$ cat src/rtl/ptw_pkg.sv
package ptw_pkg;

   // Entry flag bit positions
   localparam int FLG_P = 0;
   localparam int FLG_W = 1;
   localparam int FLG_U = 2;
   localparam int FLG_A = 5;
   localparam int FLG_D = 6;

   typedef enum logic [1:0] {
      CAUSE_NONE   = 2'd0,
      CAUSE_ABSENT = 2'd1,
      CAUSE_WRITE  = 2'd2,
      CAUSE_USER   = 2'd3
   } ptw_cause_e;

   typedef enum logic [2:0] {
      ST_IDLE,
      ST_DIR_REQ,
      ST_DIR_WAIT,
      ST_LEAF_REQ,
      ST_LEAF_WAIT,
      ST_CHECK,
      ST_WB,
      ST_RSP
   } ptw_state_e;

endpackage

$ cat src/rtl/ptw_addr_gen.sv
module ptw_addr_gen #(
   parameter int PA_W        = 32,
   parameter int LVL_BITS    = 10,
   parameter int OFF_BITS    = 12,
   parameter int ENTRY_BYTES = 4
) (
   input  logic [PA_W-1:0]            root_base,
   input  logic [2*LVL_BITS+OFF_BITS-1:0] vaddr,
   input  logic [PA_W-OFF_BITS-1:0]   dir_frame,
   input  logic [PA_W-OFF_BITS-1:0]   leaf_frame,
   output logic [PA_W-1:0]            dir_addr,
   output logic [PA_W-1:0]            leaf_addr,
   output logic [PA_W-1:0]            paddr
);
   localparam int VA_W        = 2*LVL_BITS + OFF_BITS;
   localparam int ENTRY_SHIFT = $clog2(ENTRY_BYTES);

   logic [LVL_BITS-1:0] dir_idx;
   logic [LVL_BITS-1:0] leaf_idx;

   assign dir_idx  = vaddr[VA_W-1 -: LVL_BITS];
   assign leaf_idx = vaddr[OFF_BITS +: LVL_BITS];

   assign dir_addr  = root_base + (PA_W'(dir_idx) << ENTRY_SHIFT);
   assign leaf_addr = {dir_frame, {OFF_BITS{1'b0}}} + (PA_W'(leaf_idx) << ENTRY_SHIFT);
   assign paddr     = {leaf_frame, vaddr[OFF_BITS-1:0]};

endmodule

$ cat src/rtl/ptw_perm_check.sv
module ptw_perm_check
   import ptw_pkg::*;
#(
   parameter int ENTRY_W        = 32,
   parameter bit COMBINE_LEVELS = 1'b1
) (
   input  logic               dir_w,
   input  logic               dir_u,
   input  logic [ENTRY_W-1:0] leaf_entry,
   input  logic               is_write,
   input  logic               is_user,
   output ptw_cause_e         cause,
   output logic [ENTRY_W-1:0] leaf_next,
   output logic               need_wb
);
   logic w_ok;
   logic u_ok;

   generate
      if (COMBINE_LEVELS) begin : g_both_levels
         assign w_ok = dir_w & leaf_entry[FLG_W];
         assign u_ok = dir_u & leaf_entry[FLG_U];
      end else begin : g_leaf_only
         assign w_ok = leaf_entry[FLG_W];
         assign u_ok = leaf_entry[FLG_U];
      end
   endgenerate

   always_comb begin
      cause = CAUSE_NONE;
      if (!leaf_entry[FLG_P])
         cause = CAUSE_ABSENT;
      else if (is_write && !w_ok)
         cause = CAUSE_WRITE;
      else if (is_user && !u_ok)
         cause = CAUSE_USER;
   end

   always_comb begin
      leaf_next        = leaf_entry;
      leaf_next[FLG_A] = 1'b1;
      if (is_write)
         leaf_next[FLG_D] = 1'b1;
   end

   assign need_wb = (cause == CAUSE_NONE) && (leaf_next != leaf_entry);

endmodule

$ cat src/rtl/ptw_walker.sv
module ptw_walker
   import ptw_pkg::*;
#(
   parameter int PA_W           = 32,
   parameter int LVL_BITS       = 10,
   parameter int OFF_BITS       = 12,
   parameter int ENTRY_BYTES    = 4,
   parameter bit COMBINE_LEVELS = 1'b1
) (
   input  logic                           clk,
   input  logic                           rst_n,
   input  logic [PA_W-1:0]                root_base,
   input  logic                           req_valid,
   output logic                           req_ready,
   input  logic [2*LVL_BITS+OFF_BITS-1:0] req_vaddr,
   input  logic                           req_write,
   input  logic                           req_user,
   output logic                           rsp_valid,
   input  logic                           rsp_ready,
   output logic                           rsp_fault,
   output logic [1:0]                     rsp_cause,
   output logic [PA_W-1:0]                rsp_paddr,
   output logic                           mem_req_valid,
   input  logic                           mem_req_ready,
   output logic                           mem_req_write,
   output logic [PA_W-1:0]                mem_req_addr,
   output logic [8*ENTRY_BYTES-1:0]       mem_req_wdata,
   input  logic                           mem_rsp_valid,
   input  logic [8*ENTRY_BYTES-1:0]       mem_rsp_rdata,
   output logic [2*LVL_BITS+OFF_BITS-1:0] fault_addr,
   output logic [1:0]                     fault_cause
);
   localparam int VA_W    = 2*LVL_BITS + OFF_BITS;
   localparam int ENTRY_W = 8*ENTRY_BYTES;
   localparam int FRAME_W = PA_W - OFF_BITS;

   initial begin : param_checks
      assert (ENTRY_W >= PA_W)
         else $error("entry narrower than physical address");
      assert (OFF_BITS > FLG_D)
         else $error("offset too small to hold the flag field");
      assert ((1 << $clog2(ENTRY_BYTES)) == ENTRY_BYTES)
         else $error("entry size must be a power of two");
   end

   ptw_state_e           state_q;
   logic [VA_W-1:0]      vaddr_q;
   logic                 write_q;
   logic                 user_q;
   logic [FRAME_W-1:0]   dir_frame_q;
   logic                 dir_w_q;
   logic                 dir_u_q;
   logic [ENTRY_W-1:0]   leaf_q;
   logic [PA_W-1:0]      rsp_paddr_q;
   logic                 rsp_fault_q;
   ptw_cause_e           rsp_cause_q;
   logic [VA_W-1:0]      fault_addr_q;
   ptw_cause_e           fault_cause_q;

   logic [PA_W-1:0]      dir_addr;
   logic [PA_W-1:0]      leaf_addr;
   logic [PA_W-1:0]      paddr;
   ptw_cause_e           chk_cause;
   logic [ENTRY_W-1:0]   leaf_next;
   logic                 need_wb;

   ptw_addr_gen #(
      .PA_W        (PA_W),
      .LVL_BITS    (LVL_BITS),
      .OFF_BITS    (OFF_BITS),
      .ENTRY_BYTES (ENTRY_BYTES)
   ) addr_gen_i (
      .root_base  (root_base),
      .vaddr      (vaddr_q),
      .dir_frame  (dir_frame_q),
      .leaf_frame (leaf_q[PA_W-1:OFF_BITS]),
      .dir_addr   (dir_addr),
      .leaf_addr  (leaf_addr),
      .paddr      (paddr)
   );

   ptw_perm_check #(
      .ENTRY_W        (ENTRY_W),
      .COMBINE_LEVELS (COMBINE_LEVELS)
   ) perm_check_i (
      .dir_w      (dir_w_q),
      .dir_u      (dir_u_q),
      .leaf_entry (leaf_q),
      .is_write   (write_q),
      .is_user    (user_q),
      .cause      (chk_cause),
      .leaf_next  (leaf_next),
      .need_wb    (need_wb)
   );

   always_ff @(posedge clk or negedge rst_n) begin
      if (!rst_n) begin
         state_q       <= ST_IDLE;
         vaddr_q       <= '0;
         write_q       <= 1'b0;
         user_q        <= 1'b0;
         dir_frame_q   <= '0;
         dir_w_q       <= 1'b0;
         dir_u_q       <= 1'b0;
         leaf_q        <= '0;
         rsp_paddr_q   <= '0;
         rsp_fault_q   <= 1'b0;
         rsp_cause_q   <= CAUSE_NONE;
         fault_addr_q  <= '0;
         fault_cause_q <= CAUSE_NONE;
      end else begin
         case (state_q)
            ST_IDLE: begin
               if (req_valid) begin
                  vaddr_q <= req_vaddr;
                  write_q <= req_write;
                  user_q  <= req_user;
                  state_q <= ST_DIR_REQ;
               end
            end
            ST_DIR_REQ: begin
               if (mem_req_ready) state_q <= ST_DIR_WAIT;
            end
            ST_DIR_WAIT: begin
               if (mem_rsp_valid) begin
                  dir_frame_q <= mem_rsp_rdata[PA_W-1:OFF_BITS];
                  dir_w_q     <= mem_rsp_rdata[FLG_W];
                  dir_u_q     <= mem_rsp_rdata[FLG_U];
                  if (!mem_rsp_rdata[FLG_P]) begin
                     rsp_fault_q   <= 1'b1;
                     rsp_cause_q   <= CAUSE_ABSENT;
                     rsp_paddr_q   <= '0;
                     fault_addr_q  <= vaddr_q;
                     fault_cause_q <= CAUSE_ABSENT;
                     state_q       <= ST_RSP;
                  end else begin
                     state_q <= ST_LEAF_REQ;
                  end
               end
            end
            ST_LEAF_REQ: begin
               if (mem_req_ready) state_q <= ST_LEAF_WAIT;
            end
            ST_LEAF_WAIT: begin
               if (mem_rsp_valid) begin
                  leaf_q  <= mem_rsp_rdata;
                  state_q <= ST_CHECK;
               end
            end
            ST_CHECK: begin
               rsp_cause_q <= chk_cause;
               if (chk_cause != CAUSE_NONE) begin
                  rsp_fault_q   <= 1'b1;
                  rsp_paddr_q   <= '0;
                  fault_addr_q  <= vaddr_q;
                  fault_cause_q <= chk_cause;
                  state_q       <= ST_RSP;
               end else begin
                  rsp_fault_q <= 1'b0;
                  rsp_paddr_q <= paddr;
                  state_q     <= need_wb ? ST_WB : ST_RSP;
               end
            end
            ST_WB: begin
               if (mem_req_ready) state_q <= ST_RSP;
            end
            ST_RSP: begin
               if (rsp_ready) state_q <= ST_IDLE;
            end
            default: state_q <= ST_IDLE;
         endcase
      end
   end

   always_comb begin
      mem_req_valid = 1'b0;
      mem_req_write = 1'b0;
      mem_req_addr  = '0;
      mem_req_wdata = '0;
      case (state_q)
         ST_DIR_REQ: begin
            mem_req_valid = 1'b1;
            mem_req_addr  = dir_addr;
         end
         ST_LEAF_REQ: begin
            mem_req_valid = 1'b1;
            mem_req_addr  = leaf_addr;
         end
         ST_WB: begin
            mem_req_valid = 1'b1;
            mem_req_write = 1'b1;
            mem_req_addr  = leaf_addr;
            mem_req_wdata = leaf_next;
         end
         default: ;
      endcase
   end

   assign req_ready   = (state_q == ST_IDLE);
   assign rsp_valid   = (state_q == ST_RSP);
   assign rsp_fault   = rsp_fault_q;
   assign rsp_cause   = rsp_cause_q;
   assign rsp_paddr   = rsp_paddr_q;
   assign fault_addr  = fault_addr_q;
   assign fault_cause = fault_cause_q;

   // Guards on handshakes and results
   assert_rsp_hold_R9: assert property (@(posedge clk) disable iff (!rst_n)
      rsp_valid && !rsp_ready |=> rsp_valid && $stable(rsp_paddr)
                                && $stable(rsp_fault) && $stable(rsp_cause));

   assert_one_walk_R9: assert property (@(posedge clk) disable iff (!rst_n)
      rsp_valid |-> !req_ready);

   assert_mem_hold_R10: assert property (@(posedge clk) disable iff (!rst_n)
      mem_req_valid && !mem_req_ready |=> mem_req_valid && $stable(mem_req_addr)
                                && $stable(mem_req_write) && $stable(mem_req_wdata));

   assert_fault_cause_R3: assert property (@(posedge clk) disable iff (!rst_n)
      rsp_valid && rsp_fault |-> rsp_cause != 2'd0);

   assert_ok_cause_R2: assert property (@(posedge clk) disable iff (!rst_n)
      rsp_valid && !rsp_fault |-> rsp_cause == 2'd0);

   assert_fault_reg_R8: assert property (@(posedge clk) disable iff (!rst_n)
      rsp_valid && rsp_fault |-> fault_cause == rsp_cause && fault_addr == vaddr_q);

   assert_wb_flags_R6: assert property (@(posedge clk) disable iff (!rst_n)
      mem_req_valid && mem_req_write |-> mem_req_wdata[FLG_A] && mem_req_wdata[FLG_P]);

   assert_wb_dirty_R6: assert property (@(posedge clk) disable iff (!rst_n)
      mem_req_valid && mem_req_write && write_q |-> mem_req_wdata[FLG_D]);

endmodule

$ cat config.mk
export PLATFORM = sky130hd
export DESIGN_NAME = ptw_walker
export DESIGN_NICKNAME = d
export VERILOG_FILES = /design/src/rtl/ptw_pkg.sv /design/src/rtl/ptw_addr_gen.sv /design/src/rtl/ptw_perm_check.sv /design/src/rtl/ptw_walker.sv
export SDC_FILE = /design/constraint.sdc
export NUM_CORES = 1
export LEC_CHECK = 0
export ABC_CLOCK_PERIOD_IN_PS = 9500
export CAP_MARGIN = 20
export CORE_MARGIN = 3
export CORE_UTILIZATION = 30
export DETAILED_ROUTE_END_ITERATION = 8
export DONT_BUFFER_PORTS = 1
export HOLD_SLACK_MARGIN = 0.06
export MAX_ROUTING_LAYER = met4
export SKIP_CTS_REPAIR_TIMING = 1
export SLEW_MARGIN = 5
export SYNTH_ARGS = -nofsm -noshare
export SYNTH_HDL_FRONTEND = slang
export SYNTH_SLANG_ARGS = --single-unit
$ cat constraint.sdc
create_clock -name clk -period 9.5 [get_ports clk]
set_input_delay 2.375 -clock clk [delete_from_list [all_inputs] [get_ports clk]]
set_output_delay 2.375 -clock clk [all_outputs]
set_load 0.03 [all_outputs]
# Word-level counts from Yosys, hierarchy flattened
# Cells that the tools add are included.
[word_totals]
in_bits = 104
register_bits = 160
[op_classes]
n_eq_ne = 17
mux = 36
addsub = 2
bitwise_logic = 2
n_reduce_logical = 17
[ops]
columns = ["op", "count"]
rows = [
  ["2-to-1 mux 32 bit", 7],
  ["one-hot mux 32 bit (2 select lines)", 3],
  ["adder 32 x 12 -> 32 bit", 2],
  ["2-to-1 mux 3 bit", 8],
  ["one-hot mux 3 bit (8 select lines)", 1],
  ["inequality test 2 bit, second input constant", 8],
  ["equality test 3 bit, second input constant", 4],
  ["2-to-1 mux 2 bit", 6],
  ["2-to-1 mux 1 bit", 8],
  ["one-hot mux 2 bit (2 select lines)", 2],
  ["AND reduction 7 bit", 1],
  ["equality test 3 x 2 -> 1 bit, second input constant", 2],
  ["AND reduction 2 bit", 3],
  ["AND reduction 4 bit", 1],
  ["nonzero test 2 bit", 2],
  ["equality test 3 x 1 -> 1 bit, second input constant", 1],
  ["logical AND 1 bit", 3],
  ["logical NOT 3 bit", 1],
  ["AND reduction 3 bit", 1],
  ["OR reduction 3 bit", 1],
  ["bitwise AND 1 bit", 2],
  ["logical NOT 1 bit", 2],
  ["logical NOT 2 bit", 1],
  ["inequality test 2 x 1 -> 1 bit, second input constant", 1],
  ["3 further kinds", 3],
]

# Logic depth before layout (Yosys ltp)
[depth]
ltp_word = 11
depth_mapped = 10
ltp_nobuf = 10

# By module
# A second synthesis with hierarchy kept.
[hier_totals]
hier_cells = 730
hier_area_um2 = 8373.0
[by_module_without_submodules]
columns = ["mod", "area_per_inst_um2", "n_inst", "cells_per_inst"]
rows = [
  ["ptw_walker", 6703.9, 1, 503],
  ["ptw_addr_gen", 1363.8, 1, 186],
  ["ptw_perm_check", 305.3, 1, 41],
]

# Worst setup path before layout
# Ideal clock, no wire load.
[synth_timing]
kind = "input to output"
start = "input root_base[6]"
end = "output mem_req_addr[21]"
required_ns = 7.125
t_arrival_ns = 4.536
slack_ns = 2.589
path_buffers = 1
path_stages = 9
path_cell_list = "ha_1 and2_4 a221oi_2 a21oi_2 o21a_1 buf_6 o2111ai_1 xor2_1 o21ai_0"
[synth_via]
elab_chain_len = 2
[synth_rtl]
columns = ["element", "line", "rtl"]
rows = [
  ["start, declared", "ptw_walker.sv:12", "input logic [PA_W-1:0] root_base,"],
  ["adder 32 x 12 -> 32 bit", "ptw_addr_gen.sv:24", "assign dir_addr = root_base + (PA_W'(dir_idx) << ENTRY_SHIFT);"],
  ["one-hot mux 32 bit (2 select lines)", "ptw_walker.sv:180", "case (state_q)"],
  ["end, declared", "ptw_walker.sv:26", "output logic [PA_W-1:0] mem_req_addr,"],
]
# Every way passes these cells.

# Final worst setup path
[layout_timing]
start = "input root_base[2]"
end = "output mem_req_addr[30]"
# The elaborated chain is that of the path after synthesis.

==> reports/qor.csv <==
stage,metric,value,unit
run_status,status,completed,
run,Max-Cap Viols,0,
power,power per cell area,414,nW/µm²
drt,ANT nets after route,0,
global_routing,largest net degree at the start of global routing,161,
logic_synthesis,synth top area cells,"dfrtp_1 (54%), mux2_2 (18%), a22o_1 (4.0%), and2_1 (2.7%), nand2_1 (2.6%)",
timing,Worst Skew,0.00893,ns
clock_tree,CTS Buffer Depth,2,
logic_synthesis,Mapped Nets,727,
clock_tree,Num CTS Buffers,17,
hold_path,Hold Path Class,reg2reg,
worst_setup_path,Worst R2R Start,state_q[0],
timing,RSZ-0062 raised after global routing,no,
logic_synthesis,syn_area_per_cell,12.1,µm²
global_routing,Total GRT Usage,15.7,%
worst_setup_path,CP cell instances,ha_1 -> inv_1 -> fa_1 -> nor2b_1 -> o21ai_0 -> a21oi_1 -> o211ai_2 -> a21oi_1 -> xnor2_1 -> o21ai_0,
timing,TNS Setup,0,ns
die,num rows,56,
logic_synthesis,Yosys reg bits,160,
place,GPL Wtd Cong,0.804,
worst_setup_path,Worst EP arrival,4.97,ns
global_routing,first-pass GRT wire length,30500,µm
timing,Worst slew margin,25.4,%
logic_synthesis,Post-Synth Adder-Cell Area,1.96,%
worst_setup_path,CP bufs+invs,1,
logic_synthesis,Post-synth EDFFs,0,
die,Die Y,163,µm
place,Port-buffer cells,0,
logic_synthesis,Post-synth ARST share,100,%
logic_synthesis,mux contribution to synthesized area,18.0,%
die,Initial Util,31.0,%
logic_synthesis,main combinational cell family by area after synthesis,multiplexers,
logic_synthesis,Cell variety after synth,46,
logic_synthesis,Post-Synth XOR/XNOR Area,3.07,%
die,DIE AREA,26600,µm²
worst_setup_path,flop2flop setup slack,6.45,ns
logic_synthesis,Synth Area in Compound Gates,11.1,%
worst_setup_path,CP endpoint kind,output pin,
timing,Final Hold Vio Count,0,
timing,minimum clock period,7.34,ns
power,Worst VDD drop,0.162,mV
global_routing,initial antenna violation count,0,
layout,Final Util,35.0,%
power,Leak,0.00357,µW
layout,"commonest cells after routing, fill and taps aside","dfrtp_1 (160), mux2_2 (116), nand2_1 (51)",
die,core footprint,23900,µm²
worst_setup_path,CP max stage delay,0.81,ns
worst_setup_path,worst reg2reg path depth,3,
timing,max-slew violation count,0,
layout,antenna fix cells,0,
hold_path,Hold Path End,leaf_q[9],
logic_synthesis,Post-Syn Instances,612,
layout,"commonest non-fill, non-tap cell in the layout",dfrtp_1,
logic_synthesis,post-synth top area share,54.0,%
hold_path,worst hold path cell count,1,
power,Final Power,3460,µW
logic_synthesis,sequential area share after synthesis,54.0,%
worst_setup_path,WP data required,7.13,ns
logic_synthesis,Ys Warns,0,
logic_synthesis,Syn Std Cell Area,7410,µm²
drt,DRC viols,0,
worst_setup_path,worst flop-to-flop path endpoint,vaddr_q[28],
drt,Via density,5.08,
clock_tree,CTS tree,built,
drt,drt pass-1 iters,4,
clock_tree,H-tree levels,4,
drt,Iteration-0 DRC Markers,293,
die,Boundary Pins,241,
global_routing,vias in the first global route,4897,
layout,share of layout cells above drive strength 1,27.6,%
worst_setup_path,crit path max-delay cell type,o21ai_0,
layout,non-filler instance count after layout,934,
worst_setup_path,Top delay family on crit path,compound AO/OA/AOI/OAI gates,
hold_path,hold path startpoint,leaf_q[9],
worst_setup_path,crit start category,input pin,
worst_setup_path,crit path kind,in2out,
drt,Routed wire per std cell,21.8,µm
timing,worst-case setup margin in the final layout,2.16,ns
logic_synthesis,Synth Area in Simple Gates,8.93,%
timing,maximum clock rate,0.136,GHz
clock_tree,clock slew at reported path FFs,0.07,ns
worst_setup_path,crit-path max FO,10,
place,# placed instances,900,
place,detailed placer's ending HPWL,14200,µm
clock_tree,CTS Root Cell,clkbuf_16,
clock_tree,clk_lat worst skew,0.42,ns
place,Post-Place Setup Slack,2.10,ns
logic_synthesis,post-synth top area cell,dfrtp_1,
layout,Layout area overhead,12.8,%
drt,drt total wl,20400,µm
logic_synthesis,"Top FF cell, synth",dfrtp_1,
clock_tree,CTS sink count,160,
timing,# setup viols final,0,
layout,# nets final,717,
timing,Slew @ Worst Pin,1.11,ns
timing,Tcrit/Tclk final,77.3,%
global_routing,GRT overflow,0,
die,die width,163,µm
drt,Vias,4745,
kinds of logic (layout without fill, tap and decap cells):
group,after synthesis,in the layout
xor gates and xnor gates,26,26
buffers and inverters,47,50
adders and majority gates,11,11
DFF,160,160
and+or+nand+nor,129,129
AOI/OAI and AO/OA,120,120
muxes,119,119
through the flow:
| step | hold WS [ns] | instance area, µm² |
|---|---|---|
| floorplan | 0.472 | 7410 |
| global placement | 0.480 | 7730 |
| detailed placement | 0.487 | 7730 |
| CTS | 0.504 | 8330 |
| global route | 0.523 | 8360 |
| finish | 0.499 | 8360 |
layer usage:
layer | wire (µm) | GRT usage, % | up-vias
met4 | 243 | 4.15 | 0
met3 | 1890 | 6.29 | 14
met5 | 0 | - | -
met2 | 9410 | 23.8 | 163
li1 | - | - | 2165
met1 | 8800 | 19.6 | 2403
registers in the layout, indices dropped and copies added (netlist names):
name / count
fault_addr: 32
state_q: 3
write_q: 1
rsp_paddr: 32
rsp_cause: 2
dir_w_q: 1
user_q: 1
leaf_q: 32
fault_cause: 2
dir_frame_q: 20
dir_u_q: 1
vaddr_q: 32
rsp_fault: 1
how the worst max path moves through the flow:
| stage | cells after the start | start | slack [ns] | endpoint |
|---|---|---|---|---|
| floorplan | 9 | root_base[6] | 2.59 | mem_req_addr[21] |
| global placement | 10 | root_base[2] | 2.15 | mem_req_addr[30] |
| detailed placement | 10 | root_base[2] | 2.10 | mem_req_addr[30] |
| CTS | 10 | root_base[2] | 2.10 | mem_req_addr[30] |
| global route | 10 | root_base[2] | 1.87 | mem_req_addr[30] |
| finish | 10 | root_base[2] | 2.16 | mem_req_addr[30] |
power by group:
group          total, µW  switching, µW  internal, µW
logic               1190            709           476
registers           1570            552          1020
clock network        703            321           383
worst reg2reg max path, cell delays in order (launching register included):
cell and delay (ns):
dfrtp_1 0.64, nor3_1 0.94, and2_2 0.92, mux2_2 0.43
synthesized netlist by cell type (2+ instances only):
| library cell | count |
|---|---|
| and2_1 | 32 |
| mux2i_1 | 2 |
| nand4_1 | 7 |
| nor2b_1 | 3 |
| inv_1 | 12 |
| xnor2_1 | 15 |
| nor3_1 | 3 |
| nand3_1 | 7 |
| buf_4 | 3 |
| buf_2 | 17 |
| a21o_1 | 4 |
| o21ai_0 | 36 |
| o21a_1 | 2 |
| o211ai_1 | 3 |
| xor2_1 | 11 |
| mux2_2 | 116 |
| clkbuf_1 | 14 |
| a21boi_0 | 3 |
| a22o_1 | 34 |
| a21oi_1 | 26 |
| nor2_1 | 13 |
| ha_1 | 10 |
| dfrtp_1 | 160 |
| and3_1 | 5 |
| nand2_1 | 51 |
| o2111ai_1 | 3 |
area by class of cell:
class / count / area (µm²)
fillers: 2325 / 15500
well taps: 319 / 399
repair buffers: 6 / 57.6
clock inverters: 14 / 160
clock buffers: 18 / 439
flip-flops and latches: 160 / 4000
inverters: 12 / 45.0
multi-input cells: 405 / 3260
(Power assumes the default switching activity.)
